## src/rtl/swt_pkg.sv

```systemverilog
package swt_pkg;
    typedef enum logic [1:0] {
        ADDR_CTRL    = 2'd0,
        ADDR_PERIOD  = 2'd1,
        ADDR_CAPTURE = 2'd2,
        ADDR_REVS    = 2'd3
    } swt_addr_e;

    localparam int CTRL_SPEED = 0;
    localparam int CTRL_QUAD  = 1;
    localparam int CTRL_CLKEN = 2;
    localparam int CTRL_START = 3;
    localparam int CTRL_RUN   = 4;
endpackage

```

## src/rtl/swt_timebase.sv

```systemverilog
module swt_timebase #(
    parameter int TB_W = 16
) (
    input  logic            clk,
    input  logic            rst_n,
    input  logic            en,
    input  logic [TB_W-1:0] period,
    output logic            gate,
    output logic            rise,
    output logic [TB_W-1:0] cnt
);
    typedef struct packed {
        logic [TB_W-1:0] cnt;
        logic            gate;
    } tb_state_t;

    tb_state_t st_d, st_q;
    logic      wrap;

    always_comb begin
        st_d = st_q;
        wrap = en && (period != '0) && (st_q.cnt >= period);
        rise = wrap && !st_q.gate;
        if (!en) begin
            st_d = '0;
        end else if (period == '0) begin
            st_d.cnt = '0;
        end else if (wrap) begin
            st_d.cnt  = '0;
            st_d.gate = ~st_q.gate;
        end else begin
            st_d.cnt = st_q.cnt + 1'b1;
        end
    end

    always_ff @(posedge clk or negedge rst_n) begin
        if (!rst_n) st_q <= '0;
        else        st_q <= st_d;
    end

    assign gate = st_q.gate;
    assign cnt  = st_q.cnt;
endmodule

```

## src/rtl/swt_capture.sv

```systemverilog
module swt_capture #(
    parameter int CNT_W = 16
) (
    input  logic             clk,
    input  logic             rst_n,
    input  logic             en,
    input  logic             load,
    input  logic             pulse,
    input  logic             rd_clr,
    output logic [CNT_W-1:0] cnt,
    output logic [CNT_W-1:0] cap,
    output logic             valid
);
    localparam logic [CNT_W-1:0] CNT_MAX = {CNT_W{1'b1}};

    typedef struct packed {
        logic [CNT_W-1:0] cnt;
        logic [CNT_W-1:0] cap;
        logic             valid;
    } cap_state_t;

    cap_state_t st_d, st_q;

    always_comb begin
        st_d = st_q;
        if (!en) begin
            st_d.cnt = '0;
        end else if (load) begin
            st_d.cap = st_q.cnt;
            st_d.cnt = {{(CNT_W-1){1'b0}}, pulse};
        end else if (pulse && (st_q.cnt != CNT_MAX)) begin
            st_d.cnt = st_q.cnt + 1'b1;
        end
        if (en && load)  st_d.valid = 1'b1;
        else if (rd_clr) st_d.valid = 1'b0;
    end

    always_ff @(posedge clk or negedge rst_n) begin
        if (!rst_n) st_q <= '0;
        else        st_q <= st_d;
    end

    assign cnt   = st_q.cnt;
    assign cap   = st_q.cap;
    assign valid = st_q.valid;
endmodule

```

## src/rtl/swt_revcount.sv

```systemverilog
module swt_revcount #(
    parameter int REV_W = 16
) (
    input  logic             clk,
    input  logic             rst_n,
    input  logic             index,
    output logic [REV_W-1:0] cnt
);
    logic [REV_W-1:0] cnt_d, cnt_q;

    always_comb begin
        cnt_d = cnt_q;
        if (index) cnt_d = cnt_q + 1'b1;
    end

    always_ff @(posedge clk or negedge rst_n) begin
        if (!rst_n) cnt_q <= '0;
        else        cnt_q <= cnt_d;
    end

    assign cnt = cnt_q;
endmodule

```

## src/rtl/speed_window_timer.sv

```systemverilog
module speed_window_timer
    import swt_pkg::*;
#(
    parameter int DATA_W = 32,
    parameter int TB_W   = 16,
    parameter int CNT_W  = 16,
    parameter int REV_W  = 16
) (
    input  logic              clk,
    input  logic              rst_n,
    input  logic              wr_en,
    input  logic [1:0]        wr_addr,
    input  logic [DATA_W-1:0] wr_data,
    input  logic              rd_en,
    input  logic [1:0]        rd_addr,
    output logic [DATA_W-1:0] rd_data,
    input  logic              count_pulse,
    input  logic              index_pulse,
    output logic              gate_o,
    output logic              cap_valid_o
);
    typedef struct packed {
        logic            speed_en;
        logic            quad_en;
        logic            clk_en;
        logic            run;
        logic [TB_W-1:0] period;
    } regs_t;

    regs_t            rg_d, rg_q;
    logic             active;
    logic             cap_rise;
    logic             rd_clr;
    logic [TB_W-1:0]  tb_cnt;
    logic [TB_W-1:0]  period_w;
    logic [CNT_W-1:0] cap_cnt;
    logic [CNT_W-1:0] cap_val;
    logic [REV_W-1:0] rev_cnt;
    logic             unused_wdata;

    assign unused_wdata = ^wr_data[DATA_W-1:TB_W];

    always_comb begin
        rg_d = rg_q;
        if (wr_en) begin
            case (swt_addr_e'(wr_addr))
                ADDR_CTRL: begin
                    rg_d.speed_en = wr_data[CTRL_SPEED];
                    rg_d.quad_en  = wr_data[CTRL_QUAD];
                    rg_d.clk_en   = wr_data[CTRL_CLKEN];
                    if (wr_data[CTRL_CLKEN] && wr_data[CTRL_START]) rg_d.run = 1'b1;
                    else if (!wr_data[CTRL_CLKEN])                  rg_d.run = 1'b0;
                end
                ADDR_PERIOD: rg_d.period = wr_data[TB_W-1:0];
                default: ;
            endcase
        end
    end

    always_ff @(posedge clk or negedge rst_n) begin
        if (!rst_n) rg_q <= '0;
        else        rg_q <= rg_d;
    end

    assign active   = rg_q.run && rg_q.speed_en && rg_q.quad_en;
    assign period_w = rg_q.period;
    assign rd_clr   = rd_en && (swt_addr_e'(rd_addr) == ADDR_CAPTURE);

    swt_timebase #(.TB_W(TB_W)) u_tb (
        .clk    (clk),
        .rst_n  (rst_n),
        .en     (active),
        .period (period_w),
        .gate   (gate_o),
        .rise   (cap_rise),
        .cnt    (tb_cnt)
    );

    swt_capture #(.CNT_W(CNT_W)) u_cap (
        .clk    (clk),
        .rst_n  (rst_n),
        .en     (active),
        .load   (cap_rise),
        .pulse  (count_pulse),
        .rd_clr (rd_clr),
        .cnt    (cap_cnt),
        .cap    (cap_val),
        .valid  (cap_valid_o)
    );

    swt_revcount #(.REV_W(REV_W)) u_rev (
        .clk   (clk),
        .rst_n (rst_n),
        .index (index_pulse),
        .cnt   (rev_cnt)
    );

    always_comb begin
        rd_data = '0;
        case (swt_addr_e'(rd_addr))
            ADDR_CTRL: begin
                rd_data[CTRL_SPEED] = rg_q.speed_en;
                rd_data[CTRL_QUAD]  = rg_q.quad_en;
                rd_data[CTRL_CLKEN] = rg_q.clk_en;
                rd_data[CTRL_RUN]   = rg_q.run;
            end
            ADDR_PERIOD:  rd_data[TB_W-1:0]  = rg_q.period;
            ADDR_CAPTURE: rd_data[CNT_W-1:0] = cap_val;
            ADDR_REVS:    rd_data[REV_W-1:0] = rev_cnt;
            default: ;
        endcase
    end
endmodule

```

## config.mk

```make
export PLATFORM = sky130hd
export DESIGN_NAME = speed_window_timer
export DESIGN_NICKNAME = d
export VERILOG_FILES = /design/src/rtl/swt_pkg.sv /design/src/rtl/swt_timebase.sv /design/src/rtl/swt_capture.sv /design/src/rtl/swt_revcount.sv /design/src/rtl/speed_window_timer.sv
export SDC_FILE = /design/constraint.sdc
export NUM_CORES = 1
export LEC_CHECK = 0
export BUFFER_PORTS_ARGS = -buffer_cell sky130_fd_sc_hd__buf_4
export CORE_MARGIN = 4
export CORE_UTILIZATION = 52
export CTS_BUF_LIST = sky130_fd_sc_hd__clkbuf_4 sky130_fd_sc_hd__clkbuf_8
export DETAILED_ROUTE_END_ITERATION = 8
export MAX_ROUTING_LAYER = met4
export PLACE_DENSITY_LB_ADDON = 0.1
export SETUP_SLACK_MARGIN = 0.05
export SYNTH_ARGS = -nofsm -noshare
export SYNTH_HDL_FRONTEND = slang
export SYNTH_SLANG_ARGS = --single-unit
```

## constraint.sdc

```tcl
create_clock -name clk -period 2.69 [get_ports clk]
set_clock_uncertainty 0.15 [all_clocks]
set_input_delay 0.538 -clock clk [delete_from_list [all_inputs] [get_ports clk]]
set_output_delay 0.538 -clock clk [all_outputs]
set_load 0.02 [all_outputs]
```

==> impl_metrics.tcl <==
set metrics [dict create \
    numCtsBuffers 9 \
    setup_viol 0 \
    clkTransAtPathRegs_ns 0.09 \
    vias 3243 \
    p_switching_w 0.0008733 \
    cts_max_level 3 \
    worst-slew-pin-transition_ns 0.7969 \
    syn_area_um2 4637 \
    layout-drive-gt1-share_pct 29.88 \
    ys_ff_latch 86 \
    drt-pass1-iter-count 4 \
    netlist-cell-type-count 43 \
    die_x_um 102.4 \
    antenna_left 0 \
    maxSlewHeadroom_pct 46.76 \
    yosysWarnings 0 \
    fmax_mhz 389.5 \
    io_buffers 43 \
    synth.most_common_cell "dfrtp_1" \
    cts_tree "done" \
    wirelength_um 9650 \
    die-area_um2 10490 \
    synth_top_cell_area_share_pct 46.41 \
    place_congestion 0.8845 \
    areaGrowthSynthToFinish_pct 17.76 \
    grt_pass1_wl_um 15820 \
    ios 76 \
    core_area_um2 8678 \
    antenna_cells 0 \
    p_seq_share_pct 50.0 \
    synthTopCellsByArea "dfrtp_1, mux2_2, ha_1" \
    grt_pass1_vias 3224 \
    grt.total_usage_pct 20.14 \
    status "finished clean" \
    hold_path.class "input port to asynchronous set/reset pin" \
    grt-ovfl-total 0 \
    drt_iter0_markers 79 \
    period_share_pct 95.45 \
    wl_per_cell_um 16.08 \
    hpwl_um 7216 \
    hold_violations 0 \
    synth_area_leader_cell "dfrtp_1" \
    max_cap_viol_count 0 \
    critPathMaxFanout 6 \
    dp.cells 580 \
    rsz0062_at_grt "yes" \
    fin_setup_tns_ns 0 \
    p_leak_nw 2.585 \
    grt_max_degree 50 \
    synth.yosys.seq_area_share_pct 46.41 \
    clockPowerShare_pct 29.9 \
    crit_path_max_incr_delay_ns 0.41 \
    cts_buffer_depth 2 \
    start_util_pct 53.43 \
    synth-edff-count 0 \
    final_cells 600 \
    path_cells "inv_1 > ha_1 > nand4_1 > nor2_2 > nand3b_1 > a311oi_2 > and2_4 > buf_12 > mux2_2" \
    insertion_delay_ns 0.35 \
    remaining_drc_errors 0 \
    cp-start-kind "flip-flop" \
    ir_drop_v 0.0002387 \
    synth_commonest_cells "dfrtp_1, nor2_1, mux2_2, nand2_1" \
    ys.flop_type "dfrtp_1" \
    min_period_ns 2.568 \
    end_kind "flip-flop" \
    synth_cells 418 \
    antenna_found_initial 0 \
    pwr-share-comb_pct 20.1 \
    internal-power_w 0.002167 \
    required_ns 2.77 \
    switching_share_pct 28.72 \
    critPathKind "flip-flop to flip-flop" \
    cp_data_arrival_time_ns 2.65 \
    die_h_um 102.4 \
    rows 34 \
    hold_buffers 0 \
    powerDensity_nw_per_um2 556.9 \
    async_reset_ff_share_pct 100.0 \
    path_delay_family "simple AND/OR/NAND/NOR gates" \
    crit_buf_inv 2 \
    detail_route.vias_per_cell 5.405 \
    slew_violations 0 \
    nNetsFinal 549 \
    crit_slowest_cell "dfrtp_1" \
    cts.sinks 86 \
    root_buffer "clkbuf_8" \
    avgSynthCellArea_um2 11.09 \
]
[per-stage QoR]
step           hold WS [ns]  setup slack (ns)  instance area, um2  power, W  utilization [%]
3_5_place_dp         0.3187           0.04386                5171  0.002146            59.59
3_3_place_gp         0.3117           0.09934                5171  0.002126            59.59
2_1_floorplan       0.09241            0.1608                4693  0.001900                -
4_1_cts             0.02047           0.06695                5371  0.003049            61.89
6_report            0.01430            0.1224                5460  0.003041            62.92
5_1_grt             0.03287         -0.001587                5460  0.003198            62.92
[what timing repair did]
item                                    CTS  global route
resized for setup                         0             7
endpoints found under the setup margin   16            31
setup buffers                             1             3
pin swaps                                 1             6
cloned                                    0             1
[path summary, 6_finish.rpt]
| kind | cells past startpoint | slack, ns | endpoint | start |
|---|---|---|---|---|
| max | 9 | 0.12 | u_cap.cap[5] | period_w[9] |
| min | 1 | 0.01 | u_tb.cnt[10] | rst_n |
| max reg2reg | 9 | 0.12 | u_cap.cap[5] | period_w[9] |
| min reg2reg | 1 | 0.33 | u_rev.cnt[15] | u_rev.cnt[15] |
| max in group asynchronous | 2 | 1.73 | u_cap.cnt[15] | rst_n |
| min in group clk | 2 | 0.25 | u_rev.cnt[0] | index_pulse |
[sequential cells by signal, indices dropped and copies added, names as in the netlist]
| name | count |
|---|---|
| u_rev.cnt | 16 |
| u_tb.cnt | 16 |
| u_cap.valid | 1 |
| u_tb.gate | 1 |
| period_w | 16 |
| u_cap.cnt | 16 |
| u_cap.cap | 16 |
| rg_q | 4 |
[final cells by class]
cell class                 instances  area, um2
sequential                        86       2152
tap                              108      135.1
inverter                          22      82.58
fill                             721       3218
clock inverter                     4      47.55
multi-input combinational        299       2313
timing repair buffer              70      584.3
clock buffer                      11      145.1
[cell usage in the layout (no fill, tap or decap), drive strengths merged, types with 2 or more instances in the layout]
cell	count
a211oi	3
a21o	4
a21oi	9
a22o	12
and2	2
and3	8
and4	4
buf	69
clkbuf	12
clkinv	2
conb	16
dfrtp	86
ha	19
inv	22
mux2	47
mux2i	2
mux4	4
nand2	25
nand2b	4
nand3	21
nand3b	3
nand4	12
nor2	41
nor3	3
nor4	6
o211ai	2
o21ai	4
xnor2	22
xor2	19
[power by group through the flow]
stage	Clock (W)	Combinational [W]	Sequential, W
floorplan	0	0.000379	0.00152
global placement	0	0.000586	0.00154
detailed placement	0	0.000600	0.00155
CTS	0.000925	0.000603	0.00152
global route	0.000986	0.000674	0.00154
finish	0.000909	0.000612	0.00152
[worst reg2reg max path: cells and delay by family (launching register included)]
family / cells / cell delay (ns)
buffers and inverters: 2 / 0.20
AOI/OAI and AO/OA: 1 / 0.41
DFF: 1 / 0.41
muxes: 1 / 0.32
and+or+nand+nor: 4 / 0.66
adders and majority gates: 1 / 0.30
[cells by family after synthesis]
kind of cell,count (synthesis),synth area share (%)
DFF,86,46.41
buffers and inverters,48,5.721
other,1,0.08087
muxes,53,14.44
adders and majority gates,19,5.127
AOI/OAI and AO/OA,38,6.233
xor gates and xnor gates,41,7.744
and+or+nand+nor,132,14.25
[per-layer routing]
layer,wire length (um),GRT usage (%)
met5,0,-
met2,4890,31.98
met3,227,2.935
met1,4309,25.75
met4,223,8.678
Note: power is estimated with default switching activity, not from simulation.
